## src/rtl/ccl_pkg.sv

```systemverilog
package ccl_pkg;
  // Number of count bits that form the fine phase field
  localparam int unsigned FINE_W = 2;

  typedef enum logic [1:0] {
    GRD_IDLE    = 2'b00,
    GRD_HELD    = 2'b01,
    GRD_OVERRUN = 2'b11
  } grd_state_e;
endpackage

```

## src/rtl/ccl_rst_sync.sv

```systemverilog
module ccl_rst_sync #(
  parameter int unsigned STAGES = 2
) (
  input  logic clk,
  input  logic rst_n,
  output logic rst_n_sync
);
  logic [STAGES-1:0] sync_q;
  logic [STAGES-1:0] sync_d;

  always_comb begin
    sync_d = {sync_q[STAGES-2:0], 1'b1};
  end

  always_ff @(posedge clk or negedge rst_n) begin
    if (!rst_n) sync_q <= '0;
    else        sync_q <= sync_d;
  end

  assign rst_n_sync = sync_q[STAGES-1];
endmodule

```

## src/rtl/ccl_upcounter.sv

```systemverilog
module ccl_upcounter #(
  parameter int unsigned CNT_W = 18
) (
  input  logic             clk,
  input  logic             rst_n,
  input  logic             ovf_i,
  input  logic             restart_i,
  output logic [CNT_W-1:0] snap_o
);
  localparam logic [CNT_W-1:0] CNT_MAX = {CNT_W{1'b1}};

  logic [CNT_W-1:0] cnt_q;
  logic [CNT_W-1:0] cnt_d;
  logic [CNT_W-1:0] cnt_inc;
  logic             cnt_full;
  logic             cnt_en;

  always_comb begin
    cnt_full = (cnt_q == CNT_MAX);
    cnt_inc  = (ovf_i && !cnt_full) ? cnt_q + 1'b1 : cnt_q;
    cnt_en   = restart_i | (ovf_i & ~cnt_full);
    cnt_d    = restart_i ? '0 : cnt_inc;
  end

  always_ff @(posedge clk or negedge rst_n) begin
    if (!rst_n)      cnt_q <= '0;
    else if (cnt_en) cnt_q <= cnt_d;
  end

  // value including any pulse of this cycle, offered to the capture stage
  assign snap_o = cnt_inc;

  AST_RESTART_ZERO: assert property (@(posedge clk) disable iff (!rst_n)
    restart_i |=> (cnt_q == '0));
  AST_SATURATE_HOLD: assert property (@(posedge clk) disable iff (!rst_n)
    (cnt_q == CNT_MAX && !restart_i) |=> (cnt_q == CNT_MAX));
  AST_STEP_ONE: assert property (@(posedge clk) disable iff (!rst_n)
    (!restart_i && !ovf_i) |=> $stable(cnt_q));
endmodule

```

## src/rtl/ccl_capture.sv

```systemverilog
module ccl_capture #(
  parameter int unsigned CNT_W = 18
) (
  input  logic                               clk,
  input  logic                               rst_n,
  input  logic                               load_i,
  input  logic [CNT_W-1:0]                   snap_i,
  output logic [CNT_W-ccl_pkg::FINE_W-1:0]   cycle_o,
  output logic [ccl_pkg::FINE_W-1:0]         phase_o
);
  localparam int unsigned FW = ccl_pkg::FINE_W;
  localparam int unsigned CW = CNT_W - FW;

  logic [CW-1:0] cycle_q, cycle_d;
  logic [FW-1:0] phase_q, phase_d;

  always_comb begin
    cycle_d = snap_i[CNT_W-1:FW];
    phase_d = snap_i[FW-1:0];
  end

  always_ff @(posedge clk or negedge rst_n) begin
    if (!rst_n) begin
      cycle_q <= '0;
      phase_q <= '0;
    end else if (load_i) begin
      cycle_q <= cycle_d;
      phase_q <= phase_d;
    end
  end

  assign cycle_o = cycle_q;
  assign phase_o = phase_q;

  AST_LATCH_STABLE: assert property (@(posedge clk) disable iff (!rst_n)
    !load_i |=> ($stable(cycle_q) && $stable(phase_q)));
endmodule

```

## src/rtl/ccl_guard.sv

```systemverilog
module ccl_guard (
  input  logic clk,
  input  logic rst_n,
  input  logic tic_i,
  input  logic rd_i,
  output logic load_o,
  output logic protect_o,
  output logic overrun_o
);
  import ccl_pkg::*;

  logic       rd_q;
  logic       release_w;
  grd_state_e st_q, st_d;
  logic       held;

  always_comb begin
    release_w = rd_q & ~rd_i;
    held      = (st_q != GRD_IDLE);
    load_o    = tic_i & (~held | release_w);
    st_d      = st_q;
    if (tic_i) begin
      if (held && !release_w) st_d = GRD_OVERRUN;
      else                    st_d = GRD_HELD;
    end else if (release_w) begin
      st_d = GRD_IDLE;
    end
  end

  always_ff @(posedge clk or negedge rst_n) begin
    if (!rst_n) begin
      rd_q <= 1'b0;
      st_q <= GRD_IDLE;
    end else begin
      rd_q <= rd_i;
      st_q <= st_d;
    end
  end

  assign protect_o = held;
  assign overrun_o = (st_q == GRD_OVERRUN);

  AST_TIC_PROTECTS: assert property (@(posedge clk) disable iff (!rst_n)
    tic_i |=> protect_o);
  AST_REFUSED_TIC: assert property (@(posedge clk) disable iff (!rst_n)
    (tic_i && protect_o && !release_w) |=> overrun_o);
  AST_RELEASE_CLEARS: assert property (@(posedge clk) disable iff (!rst_n)
    (release_w && !tic_i) |=> (!protect_o && !overrun_o));
endmodule

```

## src/rtl/carrier_cycle_latch.sv

```systemverilog
module carrier_cycle_latch #(
  parameter int unsigned CNT_W = 18
) (
  input  logic                               clk,
  input  logic                               rst_n,
  input  logic                               ovf_pulse,
  input  logic                               epoch_pulse,
  input  logic                               rd_cycle,
  output logic [CNT_W-ccl_pkg::FINE_W-1:0]   cycle_word,
  output logic [ccl_pkg::FINE_W-1:0]         fine_phase,
  output logic                               protect,
  output logic                               overrun
);
  logic             rst_n_i;
  logic             load_w;
  logic [CNT_W-1:0] snap_w;

  ccl_rst_sync #(.STAGES(2)) u_rst (
    .clk(clk), .rst_n(rst_n), .rst_n_sync(rst_n_i)
  );

  ccl_upcounter #(.CNT_W(CNT_W)) u_cnt (
    .clk(clk), .rst_n(rst_n_i), .ovf_i(ovf_pulse),
    .restart_i(epoch_pulse), .snap_o(snap_w)
  );

  ccl_guard u_grd (
    .clk(clk), .rst_n(rst_n_i), .tic_i(epoch_pulse), .rd_i(rd_cycle),
    .load_o(load_w), .protect_o(protect), .overrun_o(overrun)
  );

  ccl_capture #(.CNT_W(CNT_W)) u_cap (
    .clk(clk), .rst_n(rst_n_i), .load_i(load_w), .snap_i(snap_w),
    .cycle_o(cycle_word), .phase_o(fine_phase)
  );

  AST_RESET_QUIET: assert property (@(posedge clk)
    !rst_n_i |=> (!protect && !overrun));
endmodule

```

## config.mk

```make
export PLATFORM = sky130hd
export DESIGN_NAME = carrier_cycle_latch
export DESIGN_NICKNAME = d
export VERILOG_FILES = /design/src/rtl/ccl_pkg.sv /design/src/rtl/ccl_rst_sync.sv /design/src/rtl/ccl_upcounter.sv /design/src/rtl/ccl_capture.sv /design/src/rtl/ccl_guard.sv /design/src/rtl/carrier_cycle_latch.sv
export SDC_FILE = /design/constraint.sdc
export NUM_CORES = 1
export LEC_CHECK = 0
export CAP_MARGIN = 20
export CORE_MARGIN = 3
export CORE_UTILIZATION = 40
export DETAILED_ROUTE_END_ITERATION = 6
export GPL_ROUTABILITY_DRIVEN = 0
export PLACE_DENSITY = 0.73
export REMOVE_ABC_BUFFERS = 1
export SLEW_MARGIN = 30
export SYNTH_ARGS = -nofsm -noshare
export SYNTH_HDL_FRONTEND = slang
export SYNTH_SLANG_ARGS = --single-unit
```

## constraint.sdc

```tcl
create_clock -name clk -period 1.3 [get_ports clk]
set_input_delay 0.195 -clock clk [delete_from_list [all_inputs] [get_ports clk]]
set_output_delay 0.195 -clock clk [all_outputs]
set_load 0.01 [all_outputs]
```

==> results_dict.tcl, run 1 <==
set metrics [dict create \
    cp.required_ns 1.47 \
    ios 25 \
    die-width_um 73.7 \
    finalSetupViolations 36 \
    dp_cells 285 \
    grt_max_degree 35 \
    synth_edf_count 0 \
    hold_slack_ns 0.0610 \
    routed_wl_um 4970 \
    synth_common_cells "41 x dfrtp_1, 24 x nor2_1, 23 x nand2_1, 13 x o21ai_0, 10 x xnor2_1" \
    antenna-diode-count 0 \
    ir_drop_mv 0.603 \
    viasPerCell 5.42 \
    arrival_ns 1.79 \
    grt_pass1_vias 1700 \
    core_area_mm2 0.00420 \
    finalHoldViolations 0 \
    finClkSkew_ns 0.00410 \
    drt_pass1_iterations 4 \
    fin_ws_ns -0.320 \
    p_per_area_mw_per_mm2 816 \
    end_kind "flip-flop" \
    first_iter_violations 67 \
    ys.flop_type "dfrtp_1" \
    stdcell_count 301 \
    ys_seq_area_share_pct 56.0 \
    path_max_fanout 5 \
    rsz0062_at_grt "true" \
    p_leak_nw 1.33 \
    synth_area_leaders "dfrtp_1 56%, nor2_1 4.9%, xnor2_1 4.8%, nand2_1 4.7%, o21ai_0 3.6%" \
    critPathLaunchType "flip-flop" \
    synthDistinctLibCells 35 \
    period_share_pct 125 \
    multiInputGateArea_mm2 0.00110 \
    drv_cap 0 \
    num-fill-cells 301 \
    htree_num_levels 2 \
    final-seq-area_mm2 0.00103 \
    wl_per_cell_um 16.5 \
    grt_pass1_wl_um 7870 \
    violations "setup timing" \
    drive_gt1_share_pct 39.8 \
    dp_hpwl_um 2870 \
    ant_nets 0 \
    syn_inst 182 \
    initial_core_util_pct 43.6 \
    cts_made_buffers 5 \
    cts_tree "done" \
    drc 0 \
    yosys.area.top_type_share_pct 56.0 \
    synth_seq_cells 41 \
    yosysMostFrequentCell "dfrtp_1" \
    grt_antenna_before_repair 0 \
    outcome "finished, violations left" \
    fin_crit_ns 1.62 \
    syn_area_mm2 0.00183 \
    syn2layout_area_growth_pct 58.5 \
    track_usage_pct 19.0 \
    grt.overflow.total 0 \
    fp.dieH_um 73.7 \
    syn_area_per_cell_um2 10.1 \
    finalNetCount 257 \
    clock-root-buffer "clkbuf_8" \
    clkLatencyLatePin_ns 0.29 \
    async_reset_ff_share_pct 100 \
    clock_sinks 41 \
    place_ws_ns -0.519 \
    cts_hold_buf 0 \
    timing_worst_setup_path_type "flip-flop to flip-flop" \
    clock_path_buffers 2 \
    path_clk_slew_ns 0.07 \
    port_buffers 24 \
    hold_class "input port to async pin" \
    slew_viol_final 0 \
    vias 1631 \
    die_area_mm2 0.00543 \
    fmax_mhz 617 \
    ys_warn_count 0 \
    synth_top_area_cell "dfrtp_1" \
    rows 23 \
]
cell usage in the layout, fill, tap and decap left out, types with 2 or more instances in the layout:
master / instances
dlygate4sd2_1: 18
o21ai_2: 5
buf_6: 13
dfrtp_1: 41
or2_4: 2
xnor2_1: 2
nor4_4: 5
inv_1: 4
nand2_4: 2
and3_4: 2
nor2_4: 3
nor3_4: 3
buf_4: 29
a21oi_4: 2
xnor2_2: 8
clkbuf_8: 6
mux2i_1: 3
a21oi_1: 2
buf_12: 2
nor2_1: 19
nand4_1: 5
clkdlybuf4s50_1: 4
nand2_1: 21
nand3_1: 4
o21ai_1: 14
and2_1: 2
nand3_4: 4
nor2_2: 2
layer usage:
| metal | up-vias | share of wire, % | GRT usage (%) |
|---|---|---|---|
| met5 | - | 0 | 0 |
| met4 | 0 | 2.9 | 6.84 |
| met3 | 20 | 4.7 | 4.79 |
| met2 | 46 | 51 | 33.3 |
| met1 | 801 | 42 | 22.2 |
| li1 | 764 | - | - |
cell type report:
| class | count | share of cell area, % |
|---|---|---|
| Sequential cell | 41 | 35.3 |
| Timing Repair Buffer | 68 | 21.1 |
| Inverter | 4 | 0.517 |
| Multi-Input combinational cell | 131 | 38.0 |
| Tap cell | 50 | 2.15 |
| Clock buffer | 7 | 2.97 |
logic make-up (layout without fill, tap and decap cells):
kind of cell | after synthesis | count (layout) | share of synthesized area, %
flip-flops | 41 | 41 | 56.0
adder cells (fa/ha/maj) | 1 | 1 | 0.683
other | 1 | 1 | 0.205
buffers and inverters | 10 | 79 | 2.46
AND/OR/NAND/NOR | 84 | 84 | 24.2
AO/OA/AOI/OAI | 30 | 30 | 9.08
multiplexers | 3 | 3 | 1.64
XOR/XNOR | 12 | 12 | 5.74
critical path, stage by stage, from the launching register on:
cell and delay, ns:
dfrtp_1 0.41, buf_6 0.13, and4_4 0.29, nand2_4 0.09, nor4_4 0.34, xnor2_2 0.18
o21ai_1 0.08
worst paths after layout:
check	cells after the start	startpoint	end	slack, ns
worst max-delay path	6	u_cnt.cnt_q[0]$_DFFE_PN0P_	u_cap.cycle_o[15]$_DFFE_PN0P_	-0.32
worst min-delay path	1	rst_n	u_rst.sync_q[0]$_DFF_PN0_	0.06
worst max register to register	6	u_cnt.cnt_q[0]$_DFFE_PN0P_	u_cap.cycle_o[15]$_DFFE_PN0P_	-0.32
worst min register to register	0	u_rst.sync_q[1]$_DFF_PN0_	u_grd.st_q[0]$_DFFE_PN0P_	0.11
max in group asynchronous	1	u_rst.sync_q[1]$_DFF_PN0_	u_cnt.cnt_q[15]$_DFFE_PN0P_	0.72
min in group clk	0	u_rst.sync_q[0]$_DFF_PN0_	u_rst.sync_q[1]$_DFF_PN0_	0.35
sequential cells by signal (all words and copies together) (netlist names):
register and flops:
u_cap.cycle_o 16, u_cap.phase_o 2, u_cnt.cnt_q 18, u_grd.rd_q 1, u_grd.st_q 2, u_rst.sync_q 2
repair_timing:
item	4_1_cts	5_1_grt
setup buffers	5	6
gates resized for setup	86	27
endpoints found under the hold margin	0	0
pin swaps	26	20
endpoints found under the setup margin	56	38
through the flow:
| stage | util (%) | power (mW) | area (um2) | TNS, ns |
|---|---|---|---|---|
| 6_report | 69.1 | 2.37 | 2900 | -7.96 |
| 5_1_grt | 69.1 | 2.47 | 2900 | -10.85 |
| 4_1_cts | 65.3 | 2.40 | 2750 | -6.16 |
| 3_5_place_dp | 57.0 | 1.57 | 2400 | -13.28 |
| 3_3_place_gp | 57.0 | 1.56 | 2400 | -12.06 |
| 2_1_floorplan | - | 1.43 | 1800 | -14.33 |
power by group:
group	internal, mW	switching (mW)
clock	0.421	0.390
sequential	1.31	0.0280
combinational	0.104	0.119
total	1.83	0.537
Power figures use the tool's default switching activity.
==> inputs of run 2 (changes only) <==
Settings changed: SKIP_LAST_GASP set to 1.
Clock period 1.3 ns to 1.4 ns, I/O delays scaled along.
==> run 2 against run 1 <==
Non-clock buffer count fell by 1. Highest routed layer unchanged. Core utilization shrank 1.6 points. Fmax is 0.32% higher. Clock skew grew 0.0015 ns. Wire length shrank 15%. Critical endpoint is now u_cap.cycle_o[7]$_DFFE_PN0P_. Critical path depth grew 2. Sequential cell count unchanged. The run still ends with setup timing left.
==> results_dict.tcl, run 2 (synthesized netlist as in run 1, its figures left out) <==
set metrics [dict create \
    vias 1539 \
    stdcell_count 301 \
    dp_hpwl_um 2820 \
    top_register "u_cnt.cnt_q" \
    rsz0062_at_grt "true" \
    clock_sinks 41 \
    place_ws_ns -0.436 \
    finalHoldViolations 0 \
    slew_viol_final 0 \
    cpMaxStageDelayCell "dfrtp_1" \
    die-width_um 73.7 \
    die_area_mm2 0.00543 \
    fmax_mhz 619 \
    drc 0 \
    finalSetupViolations 33 \
    multiInputGateArea_um2 987 \
    largest_reg_flops 18 \
    fin_crit_ns 1.61 \
    viasPerCell 5.11 \
    use_met1_pct 22.2 \
    finalNetCount 256 \
    dpl_cell_area_mm2 0.00240 \
    first_iter_violations 91 \
    grt_pass1_vias 1581 \
    cts_tree "done" \
    grt_antenna_before_repair 0 \
    cp.required_ns 1.58 \
    outcome "finished, violations left" \
    port_buffers 24 \
    htree_num_levels 2 \
    cp_common_cell "buf_4" \
    drt_pass1_iterations 4 \
    antenna-diode-count 0 \
    grt.busiest_layer "met2" \
    period_share_pct 115 \
    core_area_mm2 0.00420 \
    fin_ws_ns -0.215 \
    rows 23 \
    critPathLaunchType "flip-flop" \
    fp.dieH_um 73.7 \
    layout_common_cells "40 x dfrtp_1, 34 x buf_4, 21 x nor2_1, 21 x nand2_1, 15 x dlygate4sd2_1" \
    hold_slack_ns 0.0628 \
    clock_path_buffers 2 \
    max_stage_delay_ns 0.40 \
    violations "setup timing" \
    syn2layout_area_growth_pct 54.8 \
    cts_made_buffers 5 \
    initial_core_util_pct 43.6 \
    drive_gt1_share_pct 35.9 \
    hold_class "input port to async pin" \
    arrival_ns 1.80 \
    stdcell_area_mm2 0.00284 \
    end_kind "flip-flop" \
    ant_nets 0 \
    crit_path_cell_trace "ha_4 -> buf_4 -> nand4_1 -> nor4_4 -> buf_4 -> nor3_2 -> xnor2_1 -> o21ai_1" \
    track_usage_pct 17.6 \
    final-seq-area_mm2 0.00103 \
    ios 25 \
    clock-root-buffer "clkbuf_8" \
    path_max_fanout 4 \
    timing_worst_setup_path_type "flip-flop to flip-flop" \
    grt_max_degree 35 \
    use_met2_pct 28.9 \
    ir_drop_mv 0.710 \
    routed_wl_um 4200 \
    p_per_area_mw_per_mm2 897 \
    p_leak_nw 1.37 \
    use_met3_pct 4.24 \
    final_common_cell "dfrtp_1" \
    clkLatencyLatePin_ns 0.30 \
    finClkSkew_ns 0.00560 \
    dp_cells 286 \
    path_clk_slew_ns 0.08 \
    drv_cap 0 \
    wl_per_cell_um 14.0 \
    grt.overflow.total 0 \
    grt_pass1_wl_um 7150 \
    num-fill-cells 309 \
]
-- run 2: cell count changes in the layout (fill, tap and decap cells not counted), sizes merged --
| cell | previous run | this run |
|---|---|---|
| dlymetal6s2s | 0 | 4 |
| dlygate4sd2 | 18 | 15 |
| buf | 45 | 43 |
| bufinv | 0 | 2 |
| clkbuf | 8 | 6 |
| clkinv | 0 | 1 |
-- run 2: through the flow --
stage | utilization [%] | TNS, ns | power, mW
final | 67.5 | -3.84 | 2.54
after global routing | 67.5 | -6.96 | 2.66
after CTS | 64.9 | -3.44 | 2.57
after detailed placement | 57.2 | -9.66 | 1.46
after global placement | 57.2 | -8.77 | 1.45
after floorplan | - | -11.12 | 1.33
-- run 2: repair_timing --
action	4_1_cts	5_1_grt
resized for setup	56	25
setup endpoints to repair	52	41
setup buffers	5	3
pin swaps	27	26
gates cloned	0	0
hold buffers	0	0
-- run 2: final timing paths --
path,startpoint,end,slack (ns),depth (start not counted)
max in group asynchronous,u_rst.sync_q[1]$_DFF_PN0_,u_cnt.cnt_q[16]$_DFFE_PN0P_,0.80,1
min in group clk,u_rst.sync_q[0]$_DFF_PN0_,u_rst.sync_q[1]$_DFF_PN0_,0.36,0
setup / recovery,u_cnt.cnt_q[0]$_DFFE_PN0P_,u_cap.cycle_o[7]$_DFFE_PN0P_,-0.21,8
hold reg to reg,u_rst.sync_q[1]$_DFF_PN0_,u_grd.st_q[1]$_DFFE_PN0P_,0.12,0
hold / removal,rst_n,u_rst.sync_q[1]$_DFF_PN0_,0.06,1
setup reg to reg,u_cnt.cnt_q[0]$_DFFE_PN0P_,u_cap.cycle_o[7]$_DFFE_PN0P_,-0.21,8
-- run 2: critical path, delay by kind of cell, from the launching register on --
kind,cells,cell delay (ns)
adder cells (fa/ha/maj),1,0.17
flip-flops,1,0.40
AND/OR/NAND/NOR,3,0.41
buffers and inverters,2,0.26
XOR/XNOR,1,0.19
AO/OA/AOI/OAI,1,0.08
-- run 2: report_power, final --
part           total, mW  internal [mW]  leakage, nW  switching, mW
Combinational      0.189         0.0881        0.748          0.101
Sequential          1.24           1.21        0.554         0.0220
Clock               1.12          0.708       0.0681          0.408
-- run 2: routing by layer --
layer  routed length [um]  share of wire [%]
met5                    0                  0
met4                   60                1.4
met3                  162                3.9
met2                 2060                 49
met1                 1920                 46
-- run 2: cell type report --
class	count	area share [%]
Clock buffer	5	2.43
Clock inverter	3	2.29
Inverter	4	0.530
Multi-Input combinational cell	131	34.8
Sequential cell	41	36.2
Tap cell	50	2.21
Timing Repair Buffer	67	21.5
==> inputs of run 3 (changes only) <==
Settings changed: CORE_ASPECT_RATIO set to 1.25.
==> run 3 against run 2 <==
The run still ends with setup timing left. Power decreased by 14%. Sequential cell count unchanged. Die area about the same. Clock power decreased by 34%. Non-clock buffer count increased by 4. Wire length increased by 7.9%. Clock skew about the same. Via count increased by 1.5%. Global-route usage increased by 1.4 points. Sequential power about the same. Core utilization decreased by 0.63 points. Critical endpoint is now u_cap.phase_o[1]$_DFFE_PN0P_.
==> results_dict.tcl, run 3 (synthesized netlist as in run 1, its figures left out) <==
set metrics [dict create \
    outcome "finished, violations left" \
    violations "setup timing" \
    dp_cells 291 \
    ios 25 \
    fin_crit_ns 1.61 \
    reg2reg_from "u_cnt.cnt_q[1]$_DFFE_PN0P_" \
    drv_cap 0 \
    stdcell_count 311 \
    p_per_area_mw_per_mm2 764 \
    end_kind "flip-flop" \
    vias 1562 \
    dp_hpwl_um 2850 \
    top_register "u_cnt.cnt_q" \
    grt_antenna_before_repair 0 \
    finalHoldViolations 0 \
    clock_path_buffers 2 \
    critPathLaunchType "flip-flop" \
    cts_hold_buf 0 \
    cp-startpoint "u_cnt.cnt_q[1]$_DFFE_PN0P_" \
    clock_sinks 41 \
    wl_per_cell_um 14.6 \
    port_buffers 24 \
    rows 26 \
    rsz0062_at_grt "true" \
    clock-root-buffer "clkbuf_8" \
    initial_core_util_pct 43.0 \
    ant_nets 0 \
    cpMaxStageDelayCell "dfrtp_1" \
    grt.overflow.total 0 \
    ir_drop_mv 0.603 \
    cts_tree "done" \
    timing_worst_setup_path_type "flip-flop to flip-flop" \
    cp.required_ns 1.58 \
    drt_pass1_iterations 4 \
    routed_wl_um 4530 \
    die-width_um 66.5 \
    core_area_mm2 0.00426 \
    drc 0 \
    grt_pass1_wl_um 7750 \
    first_iter_violations 33 \
    p_leak_nw 1.42 \
    multiInputGateArea_mm2 0.00101 \
    syn2layout_area_growth_pct 55.5 \
    grt_pass1_vias 1727 \
    fmax_mhz 623 \
    finalSetupViolations 34 \
    largest_reg_flops 18 \
    cts_made_buffers 5 \
    final-seq-area_mm2 0.00103 \
    dpl_cell_area_mm2 0.00239 \
    fp.dieH_um 81.7 \
    path_max_fanout 3 \
    hold_slack_ns 0.0684 \
    viasPerCell 5.02 \
    fin_ws_ns -0.206 \
    stdcell_area_mm2 0.00285 \
    power_mw 2.18 \
    track_usage_pct 19.0 \
    layout_common_cells "41 x dfrtp_1, 39 x buf_4, 22 x nand2_1, 22 x nor2_1, 13 x o21ai_1" \
    die_area_mm2 0.00543 \
    finalNetCount 260 \
    drive_gt1_share_pct 36.9 \
    max_stage_delay_ns 0.37 \
    clkLatencyLatePin_ns 0.29 \
    setup-tns-final_ns -4.19 \
    arrival_ns 1.78 \
    antenna-diode-count 0 \
    slew_viol_final 0 \
    hold_class "input port to async pin" \
    path_clk_slew_ns 0.07 \
    final_common_cell "dfrtp_1" \
    grt_max_degree 40 \
    crit_path_cell_trace "ha_2 -> and3_4 -> nand3_4 -> o21ai_4 -> mux2i_2 -> mux2i_1" \
    num-fill-cells 280 \
    htree_num_levels 2 \
    finClkSkew_ns 0.00605 \
    period_share_pct 115 \
]
## run 3: changes by cell type in the layout (fill, tap and decap cells not counted), moves of 3 or more
cell	delta
dlymetal6s2s_1	+5
clkbuf_1	+3
buf_4	+5
dlygate4sd2_1	-6
## run 3: through the flow
step                worst slack [ns]  utilization [%]
floorplan                     -0.587                -
global placement              -0.428             56.1
detailed placement            -0.464             56.1
CTS                           -0.174             62.4
global route                  -0.296             66.9
finish                        -0.206             66.9
## run 3: worst max-delay path, delay by kind of cell (launching register included)
kind	cells	cell delay [ns]
flops	1	0.37
mux	2	0.38
simple gates	2	0.33
fa+ha+maj	1	0.21
compound gates	1	0.21
## run 3: repair_timing
item,CTS,global route
resized for setup,54,34
pin swaps,28,24
setup buffers,5,9
setup endpoints to repair,47,46
## run 3: layout make-up
cell class	instances	area share [%]
timing repair buffer	71	22.6
multi-input combinational	131	35.6
clock buffer	8	2.81
tap	56	2.46
sequential	41	36.0
inverter	4	0.527
## run 3: path summary, 6_finish.rpt
kind                                                endpoint  slack (ns)  cells past startpoint
worst max-delay path            u_cap.phase_o[1]$_DFFE_PN0P_       -0.21                      6
worst min-delay path               u_rst.sync_q[0]$_DFF_PN0_        0.07                      1
worst max register to register  u_cap.phase_o[1]$_DFFE_PN0P_       -0.21                      6
worst min register to register  u_cap.phase_o[0]$_DFFE_PN0P_        0.30                      1
max in group asynchronous         u_cnt.cnt_q[6]$_DFFE_PN0P_        0.77                      1
min in group clk                   u_rst.sync_q[1]$_DFF_PN0_        0.36                      0
## run 3: metal layers
layer | wire [um] | vias up | track usage (%)
li1 | - | 765 | -
met1 | 1830 | 764 | 21.0
met2 | 2440 | 23 | 33.6
met3 | 153 | 10 | 4.51
met4 | 110 | 0 | 9.76
met5 | 0 | - | 0
## run 3: power by group
group | leakage, nW | internal [mW] | switching (mW)
Combinational | 0.826 | 0.0918 | 0.111
Sequential | 0.555 | 1.22 | 0.0200
Clock | 0.0395 | 0.354 | 0.383
Total | 1.42 | 1.66 | 0.514
